### src/rtl/hhist_pkg.sv
package hhist_pkg;

    typedef enum logic [1:0] {
        HC_NONE    = 2'b00,
        HC_SAVE    = 2'b01,
        HC_RESTORE = 2'b10,
        HC_FLUSH   = 2'b11
    } hc_cmd_e;

endpackage

### src/rtl/hhist_accum.sv
module hhist_accum #(
    parameter int SAMPLE_W  = 16,
    parameter int BUILD_LEN = 900
) (
    input  logic                clk,
    input  logic                rst_n,
    input  logic                clr_i,
    input  logic                take_i,
    input  logic [SAMPLE_W-1:0] sample_i,
    output logic                load_o,
    output logic [SAMPLE_W-1:0] mean_o,
    output logic                built_o
);
    localparam int CNT_W = $clog2(BUILD_LEN + 1);
    localparam int SUM_W = SAMPLE_W + CNT_W;
    localparam logic [SUM_W-1:0] DIV  = SUM_W'(BUILD_LEN);
    localparam logic [CNT_W-1:0] LAST = CNT_W'(BUILD_LEN);

    typedef struct packed {
        logic [SUM_W-1:0] sum;
        logic [CNT_W-1:0] cnt;
        logic             built;
    } acc_t;

    acc_t             acc_d, acc_q;
    logic [SUM_W-1:0] sum_upd;
    logic [SUM_W-1:0] smp_ext;
    logic [CNT_W-1:0] cnt_inc;

    always_comb begin
        acc_d   = acc_q;
        load_o  = 1'b0;
        smp_ext = SUM_W'(sample_i);
        cnt_inc = acc_q.cnt + 1'b1;
        sum_upd = acc_q.sum;
        if (clr_i) begin
            acc_d.sum   = '0;
            acc_d.cnt   = '0;
            acc_d.built = 1'b0;
        end else if (take_i) begin
            if (acc_q.built) begin
                // running mean of fixed length: drop one average share
                sum_upd   = acc_q.sum - (acc_q.sum / DIV) + smp_ext;
                acc_d.sum = sum_upd;
                load_o    = 1'b1;
            end else begin
                sum_upd   = acc_q.sum + smp_ext;
                acc_d.sum = sum_upd;
                acc_d.cnt = cnt_inc;
                if (cnt_inc == LAST) begin
                    acc_d.built = 1'b1;
                    load_o      = 1'b1;
                end
            end
        end
        mean_o = SAMPLE_W'(sum_upd / DIV);
    end

    always_ff @(posedge clk) begin
        if (!rst_n) begin
            acc_q <= '0;
        end else begin
            acc_q <= acc_d;
        end
    end

    assign built_o = acc_q.built;

endmodule

### src/rtl/hhist_store.sv
module hhist_store #(
    parameter int SAMPLE_W = 16
) (
    input  logic                clk,
    input  logic                rst_n,
    input  logic                load_i,
    input  logic [SAMPLE_W-1:0] mean_i,
    input  logic                save_i,
    input  logic                restore_i,
    input  logic                flush_i,
    output logic [SAMPLE_W-1:0] active_o,
    output logic                avail_o
);
    typedef struct packed {
        logic [SAMPLE_W-1:0] active;
        logic                avail;
        logic [SAMPLE_W-1:0] backup;
        logic                bk_written;
    } st_t;

    st_t st_d, st_q;

    always_comb begin
        st_d = st_q;
        if (flush_i) begin
            st_d.active = '0;
            st_d.avail  = 1'b0;
        end else if (restore_i) begin
            st_d.active = st_q.backup;
            st_d.avail  = st_q.bk_written;
        end else if (save_i) begin
            st_d.backup     = st_q.active;
            st_d.bk_written = st_q.avail;
        end else if (load_i) begin
            st_d.active = mean_i;
            st_d.avail  = 1'b1;
        end
    end

    always_ff @(posedge clk) begin
        if (!rst_n) begin
            st_q <= '0;
        end else begin
            st_q <= st_d;
        end
    end

    assign active_o = st_q.active;
    assign avail_o  = st_q.avail;

endmodule

### src/rtl/hhist_hours.sv
module hhist_hours #(
    parameter int HOURS_MAX = 255,
    parameter int HOURS_W   = $clog2(HOURS_MAX + 1)
) (
    input  logic               clk,
    input  logic               rst_n,
    input  logic               holdover_i,
    input  logic               tick_i,
    output logic [HOURS_W-1:0] hours_o
);
    localparam logic [HOURS_W-1:0] TOP = HOURS_W'(HOURS_MAX);

    logic [HOURS_W-1:0] hrs_d, hrs_q;

    always_comb begin
        hrs_d = hrs_q;
        if (!holdover_i) begin
            hrs_d = '0;
        end else if (tick_i && (hrs_q != TOP)) begin
            hrs_d = hrs_q + 1'b1;
        end
    end

    always_ff @(posedge clk) begin
        if (!rst_n) begin
            hrs_q <= '0;
        end else begin
            hrs_q <= hrs_d;
        end
    end

    assign hours_o = hrs_q;

endmodule

### src/rtl/hhist_top.sv
module hhist_top #(
    parameter int SAMPLE_W  = 16,
    parameter int BUILD_LEN = 900,
    parameter int HOURS_MAX = 255,
    parameter int HOURS_W   = $clog2(HOURS_MAX + 1)
) (
    input  logic                clk,
    input  logic                rst_n,
    input  logic                smp_vld_i,
    input  logic [SAMPLE_W-1:0] smp_i,
    input  logic                ref_sw_i,
    input  logic                holdover_i,
    input  logic                hour_tick_i,
    input  logic                cmd_wr_i,
    input  logic [1:0]          cmd_i,
    input  logic                policy_i,
    output logic [SAMPLE_W-1:0] active_o,
    output logic                avail_o,
    output logic                built_o,
    output logic [1:0]          last_cmd_o,
    output logic                policy_o,
    output logic [HOURS_W-1:0]  hours_o
);
    import hhist_pkg::*;

    typedef struct packed {
        hc_cmd_e last_cmd;
        logic    policy;
    } ctl_t;

    ctl_t ctl_d, ctl_q;

    hc_cmd_e             cmd_code;
    logic                do_save, do_restore, do_flush;
    logic                sw_rebuild, acc_clr, acc_take;
    logic                acc_load;
    logic [SAMPLE_W-1:0] acc_mean;

    always_comb begin
        cmd_code   = hc_cmd_e'(cmd_i);
        do_save    = cmd_wr_i && (cmd_code == HC_SAVE);
        do_restore = cmd_wr_i && (cmd_code == HC_RESTORE);
        do_flush   = cmd_wr_i && (cmd_code == HC_FLUSH);
        // a command owns its cycle: switch and sample are dropped
        sw_rebuild = !cmd_wr_i && ref_sw_i && !ctl_q.policy;
        acc_clr    = do_restore || do_flush || sw_rebuild;
        acc_take   = smp_vld_i && !holdover_i && !cmd_wr_i && !sw_rebuild;

        ctl_d = ctl_q;
        if (cmd_wr_i) begin
            ctl_d.last_cmd = cmd_code;
            if (cmd_code == HC_NONE) begin
                ctl_d.policy = policy_i;
            end
        end
    end

    always_ff @(posedge clk) begin
        if (!rst_n) begin
            ctl_q <= '{last_cmd: HC_NONE, policy: 1'b0};
        end else begin
            ctl_q <= ctl_d;
        end
    end

    hhist_accum #(
        .SAMPLE_W (SAMPLE_W),
        .BUILD_LEN(BUILD_LEN)
    ) u_accum (
        .clk     (clk),
        .rst_n   (rst_n),
        .clr_i   (acc_clr),
        .take_i  (acc_take),
        .sample_i(smp_i),
        .load_o  (acc_load),
        .mean_o  (acc_mean),
        .built_o (built_o)
    );

    hhist_store #(
        .SAMPLE_W(SAMPLE_W)
    ) u_store (
        .clk      (clk),
        .rst_n    (rst_n),
        .load_i   (acc_load),
        .mean_i   (acc_mean),
        .save_i   (do_save),
        .restore_i(do_restore),
        .flush_i  (do_flush),
        .active_o (active_o),
        .avail_o  (avail_o)
    );

    hhist_hours #(
        .HOURS_MAX(HOURS_MAX),
        .HOURS_W  (HOURS_W)
    ) u_hours (
        .clk       (clk),
        .rst_n     (rst_n),
        .holdover_i(holdover_i),
        .tick_i    (hour_tick_i),
        .hours_o   (hours_o)
    );

    assign last_cmd_o = ctl_q.last_cmd;
    assign policy_o   = ctl_q.policy;

endmodule

### config.mk
export PLATFORM = sky130hd
export DESIGN_NAME = hhist_top
export DESIGN_NICKNAME = d
export VERILOG_FILES = /design/src/rtl/hhist_pkg.sv /design/src/rtl/hhist_accum.sv /design/src/rtl/hhist_store.sv /design/src/rtl/hhist_hours.sv /design/src/rtl/hhist_top.sv
export SDC_FILE = /design/constraint.sdc
export NUM_CORES = 1
export LEC_CHECK = 0
export BUFFER_PORTS_ARGS = -buffer_cell sky130_fd_sc_hd__clkbuf_2
export CORE_MARGIN = 2
export CORE_UTILIZATION = 55
export DETAILED_ROUTE_END_ITERATION = 16
export PLACE_DENSITY = 0.81
export SYNTH_ARGS = -nofsm -noshare
export SYNTH_HDL_FRONTEND = slang
export SYNTH_SLANG_ARGS = --single-unit
### constraint.sdc
create_clock -name clk -period 88.6 [get_ports clk]
set_clock_uncertainty 0.2 [all_clocks]
set_input_delay 4.43 -clock clk [delete_from_list [all_inputs] [get_ports clk]]
set_output_delay 4.43 -clock clk [all_outputs]
set_load 0.005 [all_outputs]
==> impl_metrics.ini <==
[global_route]
gr-total-overflow = 0
grt_max_degree = 31
gr-usage-all-layers = 0.333
busiest_layer = met2
grt_pass1_wl_mm = 100
grt_use_met1 = 0.450
use_met3 = 0.0430
antenna_found_initial = 0
grt.met2_usage = 0.545
grt_pass1_vias = 20200

[floorplan]
fp-row-count = 67
core-area_mm2 = 0.0334
start_util = 0.557
die_area_mm2 = 0.0354
dieWidth_um = 188
pin_count = 55
dieHeight_um = 188

[cells_and_area]
drive_above_1_share = 0.0886
areaGrowthSynthToFinish_pct = 3.20
fillers = 3230
diodes = 0
layout.nets = 2761

[critical_path]
crit_fanout = 22
arrival_ns = 35.83
cpPeakStageDelay_ns = 0.87
r2r_setup_slack_ns = 52.86
critical_path.top_delay_family = compound AO/OA/AOI/OAI gates
required_ns = 88.68
crit_buf_inv = 4
crit_type = reg2reg
slowest_stage = dfxtp_1
cp-start-kind = register
cp-end-kind = register

[logic_synthesis]
synth_top_area_cell = dfxtp_1
synth_simple_gate_area_share = 0.317
ys_seq_elements = 82
avgSynthCellArea_um2 = 6.87
synth.distinct_cells = 130
synth_edf_count = 0
synth_fp_nets = 2814
synth_top_area_share = 0.0881
yosys.area_share.adder = 0.0632
yosysMostFrequentCell = nor2_1
yosys_warnings = 0
synth_top_family_by_area = compound AO/OA/AOI/OAI gates
ys_top_cells_by_count = nor2_1, nand2_1, a21oi_1
seq_area_frac_synth = 0.0881
synth-xor-area-share = 0.0637
postSynth.asyncResetShare = 0
synth_area_mm2 = 0.0186
synth-main-ff-cell = dfxtp_1
synth_mux_area_frac = 0.0395
netlist_instances = 2712
synthTopCellsByArea = dfxtp_1, nor2_1, nand2_1
synth_compound_area_frac = 0.385

[clocking]
cts.path.max_buffers = 2
post_cts_resized = 0
cts_hold_buf = 0
cts_made_buffers = 9
postCtsSetupBuffers = 0
cts_root_buf = clkbuf_16
clock_sinks = 82
worstSkewPairLatency_ns = 0.36
clkTransAtPathRegs_ns = 0.07
cts_max_level = 3
cts_tree = yes

[placed_design]
dp_hpwl_mm = 47.7
post-place-ws_ns = 53.94
gp_congestion = 0.999
portBuffers = 54

[sta]
timing.final.ws_setup_ns = 52.86
rsz0062_at_grt = false
tns_ns = 0
finalMaxSlewViolations = 0
finalSetupViolations = 0
relSlewSlack = 0.218
worst_pin_slew_ns = 1.17
hold_ws_ns = 0.267
final.period_utilization = 0.403
fin_crit_ns = 35.74
finalHoldViolCount = 0
fmax_mhz = 28.0

[drt]
avgViaCountPerCell = 7.14
ant_nets = 0
drt_iter0_markers = 2921
drcViolationCount = 0
drtPass1Iterations = 8
vias = 22200
avgRoutedWirePerCell_um = 19.6
wl_mm = 60.9

[status]
outcome = finished, final reports clean

[job]
drv_cap = 0

[min_path]
min_path_type = reg2reg
metal layers:
metal,vias to the layer above,wire (um)
met4,0,1880
met3,176,5530
met5,-,0
met1,10400,25900
li1,10400,-
met2,1230,27600
registers in the layout (all words and copies together) (netlist names):
register and flops:
last_cmd_o 2, policy_o 1, u_accum.acc_q 36, u_accum.built_o 1
u_hours.hours_o 8, u_store.active_o 16, u_store.avail_o 1, u_store.st_q 17
through the flow:
stage	util	cell area [um^2]	cells
2_1_floorplan	-	18600	2712
3_3_place_gp	0.567	19000	3096
3_5_place_dp	0.567	19000	3096
4_1_cts	0.575	19200	3112
5_1_grt	0.575	19200	3112
6_report	0.575	19200	3112
path summary, 6_finish.rpt:
kind | from | end | cells after the start
worst min-delay path | u_store.st_q[7] | u_store.st_q[7] | 2
worst min register to register | u_store.st_q[7] | u_store.st_q[7] | 2
worst max register to register | u_accum.acc_q[28] | u_store.active_o[0] | 100
worst max-delay path | u_accum.acc_q[28] | u_store.active_o[0] | 100
layout by cell type (no fill, tap or decap), types with 25 or more instances in the layout:
cell,netlist,final
and3_1,42,42
o22ai_1,27,27
mux2i_1,43,43
nand3_1,103,103
a211o_1,26,26
nand2_1,265,265
or3_1,38,38
a31oi_1,52,52
o31ai_1,26,26
ha_1,59,59
clkbuf_2,0,54
o21ai_0,154,154
nor3_1,115,115
a21boi_0,25,25
nor4_1,45,45
a211oi_1,62,62
o21a_1,35,35
xnor2_1,89,89
inv_1,46,46
o211ai_1,59,59
dfxtp_1,82,82
a21o_1,28,28
a21oi_1,181,181
o211a_1,25,25
nor2_1,295,292
xor2_1,41,41
nand2b_1,29,29
nand4_1,39,39
and2_1,43,43
worst register-to-register path, delay by kind of cell (launching register included):
family / cells / cell delay, ns
AND/OR/NAND/NOR: 30 / 10.72
XOR/XNOR: 5 / 1.55
multiplexers: 8 / 3.56
flip-flops: 1 / 0.87
adder cells (fa/ha/maj): 4 / 1.09
buffers and inverters: 4 / 0.59
AO/OA/AOI/OAI: 49 / 17.07
layout make-up:
cell class | instances | area (um^2) | area share
timing repair buffer | 66 | 360 | 0.0187
inverter | 55 | 209 | 0.0109
tap | 448 | 561 | 0.0291
multi-input combinational | 2445 | 16200 | 0.842
sequential | 82 | 1640 | 0.0853
clock inverter | 6 | 48.8 | 0.00254
clock buffer | 10 | 229 | 0.0119
logic make-up after synthesis:
logic type	count (synthesis)
mux	69
flops	82
simple gates	1167
compound gates	990
xor+xnor	133
buf+inv	185
fa+ha+maj	86
Power is left out: the tool's default activity adds up to more than one toggle a clock period on the data nets, which glitch-free logic cannot reach.
